===== config.mk =====
export PLATFORM = sky130hd
export DESIGN_NAME = ovs_uart_rx
export DESIGN_NICKNAME = d
export VERILOG_FILES = /design/src/rtl/ovs_rx_pkg.sv /design/src/rtl/ovs_tick_gen.sv /design/src/rtl/ovs_capture.sv /design/src/rtl/ovs_decode.sv /design/src/rtl/ovs_uart_rx.sv
export SDC_FILE = /design/constraint.sdc
export NUM_CORES = 1
export LEC_CHECK = 0
export CAP_MARGIN = 15
export CORE_AREA = 10 10 115 65
export DETAILED_ROUTE_END_ITERATION = 10
export DIE_AREA = 0 0 125 75
export DONT_BUFFER_PORTS = 1
export PLACE_DENSITY = 0.66
export SYNTH_ARGS = -nofsm -noshare
export SYNTH_HDL_FRONTEND = slang
export SYNTH_SLANG_ARGS = --single-unit
export TNS_END_PERCENT = 5

===== constraint.sdc =====
create_clock -name clk_i -period 6.5 [get_ports clk_i]
set_clock_uncertainty 0.1 [all_clocks]
set_input_delay 1.625 -clock clk_i [delete_from_list [all_inputs] [get_ports clk_i]]
set_output_delay 1.625 -clock clk_i [all_outputs]
set_load 0.005 [all_outputs]

===== src/rtl/ovs_rx_pkg.sv =====
package ovs_rx_pkg;
  localparam int unsigned OVS      = 3;        // samples per bit
  localparam int unsigned SKIP_N   = OVS - 1;  // start samples after the trigger
  typedef enum logic [1:0] {ST_IDLE, ST_SKIP, ST_CAP} cap_st_e;
endpackage


===== src/rtl/ovs_tick_gen.sv =====
module ovs_tick_gen #(
  parameter int unsigned DIV_W = 16
) (
  input  logic             clk_i,
  input  logic             rst_ni,
  input  logic [DIV_W-1:0] div_i,
  output logic             tick_o
);
  logic [DIV_W-1:0] cnt_q;

  assign tick_o = (cnt_q >= div_i);

  always_ff @(posedge clk_i or negedge rst_ni) begin
    if (!rst_ni)     cnt_q <= '0;
    else if (tick_o) cnt_q <= '0;
    else             cnt_q <= cnt_q + 1'b1;
  end

  // a nonzero divider never gives two strobes in a row
  a_r1_tick_gap: assert property (@(posedge clk_i) disable iff (!rst_ni)
    (tick_o && div_i != '0) |=> (!tick_o || div_i == '0));
endmodule


===== src/rtl/ovs_capture.sv =====
module ovs_capture
  import ovs_rx_pkg::*;
#(
  parameter int unsigned LEN_W   = 5,
  localparam int unsigned MAX_SMP = 1 << LEN_W
) (
  input  logic               clk_i,
  input  logic               rst_ni,
  input  logic               tick_i,
  input  logic               rxd_i,
  input  logic               sync_ni,
  input  logic [LEN_W-1:0]   len_m1_i,
  output logic [MAX_SMP-1:0] word_o,
  output logic               done_o
);
  cap_st_e          st_q;
  logic [LEN_W-1:0] cnt_q;

  always_ff @(posedge clk_i or negedge rst_ni) begin
    if (!rst_ni) begin
      st_q   <= ST_IDLE;
      cnt_q  <= '0;
      word_o <= '0;
      done_o <= 1'b0;
    end else begin
      done_o <= 1'b0;
      if (tick_i) begin
        unique case (st_q)
          ST_IDLE: if (!sync_ni) begin
            st_q   <= ST_SKIP;
            cnt_q  <= '0;
            word_o <= '0;
          end
          ST_SKIP: begin
            if (cnt_q == LEN_W'(SKIP_N - 1)) begin
              st_q  <= ST_CAP;
              cnt_q <= '0;
            end else begin
              cnt_q <= cnt_q + 1'b1;
            end
          end
          ST_CAP: begin
            word_o[cnt_q] <= rxd_i;
            if (cnt_q == len_m1_i) begin
              st_q   <= ST_IDLE;
              done_o <= 1'b1;
            end else begin
              cnt_q <= cnt_q + 1'b1;
            end
          end
          default: st_q <= ST_IDLE;
        endcase
      end
    end
  end

  // capture index stays within the programmed length
  a_r3_cnt_in_len: assert property (@(posedge clk_i) disable iff (!rst_ni)
    (st_q == ST_CAP) |-> (cnt_q <= len_m1_i));
  // skip phase never falls straight back to idle
  a_r2_skip_to_cap: assert property (@(posedge clk_i) disable iff (!rst_ni)
    (st_q == ST_SKIP) |=> (st_q != ST_IDLE));
  // completion leaves the receiver idle
  a_r8_done_idle: assert property (@(posedge clk_i) disable iff (!rst_ni)
    done_o |-> (st_q == ST_IDLE));
endmodule


===== src/rtl/ovs_decode.sv =====
module ovs_decode
  import ovs_rx_pkg::*;
#(
  parameter int unsigned MAX_SMP   = 32,
  parameter int unsigned DATA_BITS = 8,
  localparam int unsigned STOP_IDX = OVS * DATA_BITS + OVS / 2
) (
  input  logic                 clk_i,
  input  logic                 rst_ni,
  input  logic                 done_i,
  input  logic [MAX_SMP-1:0]   word_i,
  input  logic                 rd_i,
  output logic [DATA_BITS-1:0] byte_o,
  output logic                 full_o,
  output logic                 ferr_o,
  output logic                 ovr_o
);
  logic [DATA_BITS-1:0] data_w;

  for (genvar k = 0; k < DATA_BITS; k++) begin : g_mid
    assign data_w[k] = word_i[OVS * k + OVS / 2];
  end

  always_ff @(posedge clk_i or negedge rst_ni) begin
    if (!rst_ni) begin
      byte_o <= '0;
      full_o <= 1'b0;
      ferr_o <= 1'b0;
      ovr_o  <= 1'b0;
    end else if (done_i) begin
      byte_o <= data_w;
      ferr_o <= ~word_i[STOP_IDX];
      full_o <= 1'b1;
      if (full_o && !rd_i) ovr_o <= 1'b1;
    end else if (rd_i) begin
      full_o <= 1'b0;
    end
  end

  // a finished frame always leaves a byte waiting
  a_r6_full_after_done: assert property (@(posedge clk_i) disable iff (!rst_ni)
    done_i |=> full_o);
  // read alone empties the holding stage and keeps the byte
  a_r6_rd_clears: assert property (@(posedge clk_i) disable iff (!rst_ni)
    (rd_i && !done_i) |=> (!full_o && $stable(byte_o)));
  // unread byte overwritten raises overrun
  a_r7_ovr_set: assert property (@(posedge clk_i) disable iff (!rst_ni)
    (done_i && full_o && !rd_i) |=> ovr_o);
  // overrun is sticky
  a_r7_ovr_sticky: assert property (@(posedge clk_i) disable iff (!rst_ni)
    ovr_o |=> ovr_o);
endmodule


===== src/rtl/ovs_uart_rx.sv =====
module ovs_uart_rx
  import ovs_rx_pkg::*;
#(
  parameter int unsigned DIV_W     = 16,
  parameter int unsigned LEN_W     = 5,
  parameter int unsigned DATA_BITS = 8
) (
  input  logic                 clk_i,
  input  logic                 rst_ni,
  input  logic                 rxd_i,
  input  logic                 sync_ni,
  input  logic [DIV_W-1:0]     div_i,
  input  logic [LEN_W-1:0]     len_m1_i,
  input  logic                 rd_i,
  output logic [DATA_BITS-1:0] byte_o,
  output logic                 full_o,
  output logic                 ferr_o,
  output logic                 ovr_o
);
  localparam int unsigned MAX_SMP = 1 << LEN_W;

  logic               tick;
  logic               done;
  logic [MAX_SMP-1:0] word;

  ovs_tick_gen #(.DIV_W(DIV_W)) u_tick (
    .clk_i (clk_i),
    .rst_ni(rst_ni),
    .div_i (div_i),
    .tick_o(tick)
  );

  ovs_capture #(.LEN_W(LEN_W)) u_cap (
    .clk_i   (clk_i),
    .rst_ni  (rst_ni),
    .tick_i  (tick),
    .rxd_i   (rxd_i),
    .sync_ni (sync_ni),
    .len_m1_i(len_m1_i),
    .word_o  (word),
    .done_o  (done)
  );

  ovs_decode #(.MAX_SMP(MAX_SMP), .DATA_BITS(DATA_BITS)) u_dec (
    .clk_i (clk_i),
    .rst_ni(rst_ni),
    .done_i(done),
    .word_i(word),
    .rd_i  (rd_i),
    .byte_o(byte_o),
    .full_o(full_o),
    .ferr_o(ferr_o),
    .ovr_o (ovr_o)
  );

  // frame completion is a single-cycle event
  a_r3_done_pulse: assert property (@(posedge clk_i) disable iff (!rst_ni)
    done |=> !done);
endmodule


### Yosys cells after proc, flatten, opt, wreduce, memory -nomap -nowiden

Index checks and enable logic that the tools add are counted.

* add/sub/neg operators: 2
* multiply operators: 0
* divide/modulo/power cells: 0
* $lt $le $gt $ge: 3
* equal/unequal tests: 8
* shift-type cells: 0
* mux-type cells: 19
* bitwise logic cells: 1
* reductions and logical operators: 11

Operators with widths (number)
* $pmux 32 s2: 1
* $bwmux 32: 1
* $mux 32: 1
* $add 16x1->16 const B: 1
* $ge 16x16->1: 1
* $mux 16: 1
* $mux 5: 3
* $pmux 5 s3: 1
* $reduce_and 4->1: 2
* $lt 5x6->1 const B: 1
* $mux 1: 6
* $mux 2: 3
* $pmux 2 s3: 1
* $add 5x1->5 const B: 1
* $demux 1 s5: 1
* $eq 5x1->1 const B: 1
* $eq 5x5->1: 1
* $ge 5x1->1 const B: 1
* $ne 2x1->1 const B: 2
* $ne 2x2->1 const B: 2
* $reduce_bool 2->1: 2
* $reduce_and 3->1: 1
* $reduce_bool 3->1: 1
* $eq 2x1->1 const B: 1
* 6 further kinds: 7

* bits in registers: 67
* bits in latches: 0
* RAM bits: 0
* bits in read-only memories: 0
* bits of input ports: 26
* memories: 0

### Logic depth before layout (Yosys ltp)

* depth in word-level cells: 6
* gate-level depth with buffers: 10
* mapped depth without buffers: 8

### Modules after synthesis

Synthesis repeated with hierarchy kept, for this count alone.

* cells, all modules: 392
* area, all modules: 3828.7 sq um

By module, submodules not included
* ovs_capture: times used 1, cells each 237, area an instance 2130.8 sq um, sequential area each 1001.0 sq um
* ovs_tick_gen: times used 1, cells each 130, area an instance 1260.0 sq um, sequential area each 400.4 sq um
* ovs_decode: times used 1, cells each 25, area an instance 437.9 sq um, sequential area each 275.3 sq um

### Worst setup path before layout

Ideal clock, no wire load.

* path type: input to register
* from: in div_i[13]
* to: reg u_cap.st_q[1]
* library setup time: 125 ps
* arrival: 3554 ps
* required time: 6275 ps
* slack: 2721 ps
* stages on the path: 9
* path buffers: 1
* path through: inv_1 ha_1 nand4_1 or3_1 or4_1 nand3_1 buf_6 o211ai_2 mux2_4

* cells in the longest elaborated chain, start to end: 2

Ends and longest elaborated chain
* start: declaration: RTL line ovs_uart_rx.sv:12 `input logic [DIV_W-1:0] div_i,`
* $ge 16x16->1: RTL line ovs_tick_gen.sv:11 `assign tick_o = (cnt_q >= div_i);`
* $reduce_and 4->1 (no line)
* end signal: assignment: RTL line ovs_capture.sv:21 `st_q <= ST_IDLE;`
* end signal: assignment: RTL line ovs_capture.sv:30 `st_q <= ST_SKIP;`
* end signal: assignment: RTL line ovs_capture.sv:36 `st_q <= ST_CAP;`
* end: declaration: RTL line ovs_capture.sv:16 `cap_st_e st_q;`

Every way passes these cells.
A chain may end at the register's enable or synchronous reset.

### Worst setup path after layout

* from: in div_i[13]
* to: reg u_cap.word_o[25]

* cells in the longest elaborated chain, start to end: 2

Ends and longest elaborated chain
* $ge 16x16->1: RTL line ovs_tick_gen.sv:11
* $reduce_and 3->1 (no line)
* end signal: indexed assignment: RTL line ovs_capture.sv:43 `word_o[cnt_q] <= rxd_i;`
* end: declaration: RTL line ovs_capture.sv:13 `output logic [MAX_SMP-1:0] word_o,`

Every way passes these cells.

==> results by group <==
Outcome
  – Status: finished, final reports clean

STA
  – Fmax: 0.2349 GHz
  – Slew Viols, Final: 0
  – Crit share post-route: between 60% and 70%
  – RSZ-0062 raised after global routing: no
  – Worst slew pin tran: around 860 ps
  – Final setup violation count: 0
  – Hold Vio Cnt, Final: 0
  – Worst slew margin: 42.46%
  – Minimum clock period: approximately 4300 ps
  – Sum Neg Setup Slack: 0 ps

Worst setup path
  – Critical path launch point type: input port
  – RR Startpoint: u_tick.cnt_q[0]$_DFF_PN0_
  – CP Class: in -> reg
  – Critical-path maximum fanout: 23
  – R2r setup slk: about 3200 ps
  – Data arrival time of the critical path: 4340 ps
  – Crit path required time: about 6600 ps
  – Crit. End Element: flip-flop
  – Worst Setup SP: div_i[13]

Die
  – Initial Util: between 40% and 50%
  – Std cell rows: 19
  – Core area: around 5400 um2
  – Die Ht: approximately 75 um
  – Num ports: 37
  – Die width: approximately 130 um
  – Die Footprint: 9375 um2

Routing
  – Total number of vias: about 1.9k
  – DRT antenna net count: 0
  – Routed WL: 5.071 mm
  – Routed WL per cell: ~15 um
  – Drt first pass iters: 4
  – 1st-iter DRT viols: 97
  – Via/cell ratio: between 5 and 6
  – Drt drc: 0

GRT
  – Vias in the first global route: approximately 1.9k
  – Gr usage total: around 11%
  – Initial antenna violation count: 0
  – Global-route wire length before repair: 8.776 mm
  – GR Overflow Total: 0
  – Pin count of the biggest net entering global routing: 45

Clocking
  – Reg clk slew, reported paths: 80 ps
  – Bufs on Longest Clock Path: 2
  – H-Tree Depth: 2
  – CTS Buf Count: 5
  – Number of setup buffers added after CTS: 0
  – CTS tree: yes
  – CTS Sinks: 44
  – Clock latency on the worst-skew pair: about 290 ps
  – Post-cts resize count: 0
  – CTS root buf: clkbuf_8
  – Post-cts hold buffer count: 0

Synthesis
  – Cell Area, Synth: ~2700 um2
  – Top cells by count, synth: dfrtp_1 (44), inv_1 (26), nor2_1 (26), ha_1 (25), nand3_1 (20)
  – Post-Syn Nets: 322
  – Post-synth EDFFs: 0
  – Area contributors post-synth: dfrtp_1 (41%), ha_1 (12%), nand3_1 (3.8%)
  – Post-synth ARST share: between 90% and 100%
  – Sequential fraction of the synthesis area: 41.45%
  – Most used DFF post-synth: dfrtp_1
  – Most common cell in the netlist: dfrtp_1
  – Syn avg cell area: about 10 um2
  – Mapped Cells: between 200 and 300
  – Warning count from the yosys run: 0
  – Synth area leader: dfrtp_1
  – Unique masters post-synth: 40
  – FF+latch count, synth: between 40 and 50
  – Top cell type's share of synthesized area: between 40% and 50%

Power and ir drop
  – Power Dens Cells: slightly above 200 nW/um2
  – Worst vdd ir: just under 0.1 mV
  – Clock network fraction of total power: between 20% and 30%
  – Pint: just over 0.4 mW
  – Switch share: around 29%
  – Flop pwr share: between 50 and 60%
  – Switching pwr: 0.1638 mW
  – Comb pwr share: 14.8%
  – Static leakage: between 1 and 1.5 nW

Placement
  – Hpwl dp: 3.846 mm
  – Routability Congestion: between 0.8 and 0.9
  – Placed insts: roughly 330
  – Number of port buffers: 0

Hold path
  – HP Class: reg -> reg
  – Hold_sp: u_cap.word_o[25]$_DFFE_PN0P_

Final layout
  – Fin nets: about 320
  – Antenna Cells: 0
  – Final cell count without fillers: 342
  – Ratio of cells with drive above 1 in the final layout: roughly 9.3%
  – Syn-to-layout area delta: 4.569%

Flow run
  – Max Cap Viol: 0
## routing by layer
layer / GRT usage, % / routed length (um) / vias to the layer above
met5: 0 / 0 / -
met4: 4.315 / 62 / 0
met3: 4.205 / 256 / 5
met2: 19.32 / 2389 / 31
met1: 12.72 / 2363 / 905
li1: - / - / 944
## worst max-delay path: stages
cell and delay [ps]:
inv_1 20, ha_1 300, a21o_1 190, a21o_1 170, a2111oi_0 460, nand3_1 710
and4_1 570, a32o_1 280
## final timing paths
| path | endpoint | depth (start not counted) |
|---|---|---|
| worst max-delay path | u_cap.word_o[25]$_DFFE_PN0P_ | 8 |
| worst min-delay path | u_dec.ferr_o$_DFFE_PN0P_ | 1 |
| worst max register to register | u_cap.word_o[25]$_DFFE_PN0P_ | 8 |
| worst min register to register | u_dec.ferr_o$_DFFE_PN0P_ | 1 |
| max in group asynchronous | u_tick.cnt_q[9]$_DFF_PN0_ | 0 |
| min in group asynchronous | u_dec.byte_o[2]$_DFFE_PN0P_ | 0 |
## through the flow
| stage | setup WS (ps) | instance area, um2 | total power [mW] | hold WS (ps) | utilization, % |
|---|---|---|---|---|---|
| floorplan | 2721 | 2656 | 0.3882 | 326.3 | - |
| global placement | 2105 | 2690 | 0.4038 | 359.3 | 49.63 |
| detailed placement | 1992 | 2690 | 0.4108 | 360.1 | 49.63 |
| CTS | 2302 | 2778 | 0.5810 | 378.5 | 51.25 |
| global route | 2021 | 2778 | 0.6103 | 400.5 | 51.25 |
| finish | 2244 | 2778 | 0.5731 | 373.5 | 51.25 |
## sequential cells by signal (all words and copies together), names as in the netlist
name,flops
u_cap.cnt_q,5
u_cap.done_o,1
u_cap.st_q,2
u_cap.word_o,9
u_dec.byte_o,8
u_dec.ferr_o,1
u_dec.full_o,1
u_dec.ovr_o,1
u_tick.cnt_q,16
## power by group through the flow
stage	Combinational [mW]	Sequential, mW	Clock [mW]
CTS	0.0851	0.321	0.175
global placement	0.0786	0.325	0
floorplan	0.0696	0.319	0
detailed placement	0.0846	0.326	0
finish	0.0851	0.321	0.167
global route	0.0971	0.325	0.188
## cells by family after synthesis
group | Yosys count | synth area share [%]
XOR/XNOR | 19 | 6.265
AO/OA/AOI/OAI | 43 | 12.15
multiplexers | 10 | 4.333
AND/OR/NAND/NOR | 93 | 17.90
flip-flops | 44 | 41.45
buffers and inverters | 37 | 6.123
adder cells (fa/ha/maj) | 25 | 11.78
## final cells by class
type / instances / area [um2]
clock buffer: 5 / 68.82
timing repair buffer: 1 / 7.507
inverter: 26 / 97.59
sequential: 44 / 1101
fill: 501 / 2643
tap: 73 / 91.34
clock inverter: 3 / 18.77
multi-input combinational: 190 / 1393
## cells in the final DEF (no fill, tap or decap), types with 2 or more instances in the layout
| cell | netlist | layout |
|---|---|---|
| a32o_1 | 6 | 6 |
| dfrtp_1 | 44 | 44 |
| nand4b_1 | 3 | 3 |
| nand3_1 | 20 | 20 |
| nand2b_1 | 6 | 6 |
| o21ai_0 | 8 | 8 |
| nor2_1 | 26 | 26 |
| a21o_1 | 4 | 4 |
| a31o_2 | 5 | 5 |
| xnor2_1 | 11 | 11 |
| clkinv_2 | 0 | 2 |
| mux2_2 | 8 | 8 |
| o2bb2ai_1 | 6 | 6 |
| a21oi_1 | 5 | 5 |
| nand2_1 | 12 | 12 |
| ha_1 | 25 | 25 |
| inv_1 | 26 | 26 |
| xor2_1 | 8 | 8 |
| a2111oi_0 | 2 | 2 |
| nand4_1 | 7 | 7 |
| and3_1 | 4 | 4 |
| nor3_1 | 2 | 2 |
| a31oi_1 | 2 | 2 |
| and2_1 | 3 | 3 |
| clkbuf_8 | 0 | 5 |
| nor2b_1 | 5 | 5 |
Note: power is estimated with default switching activity, not from simulation.
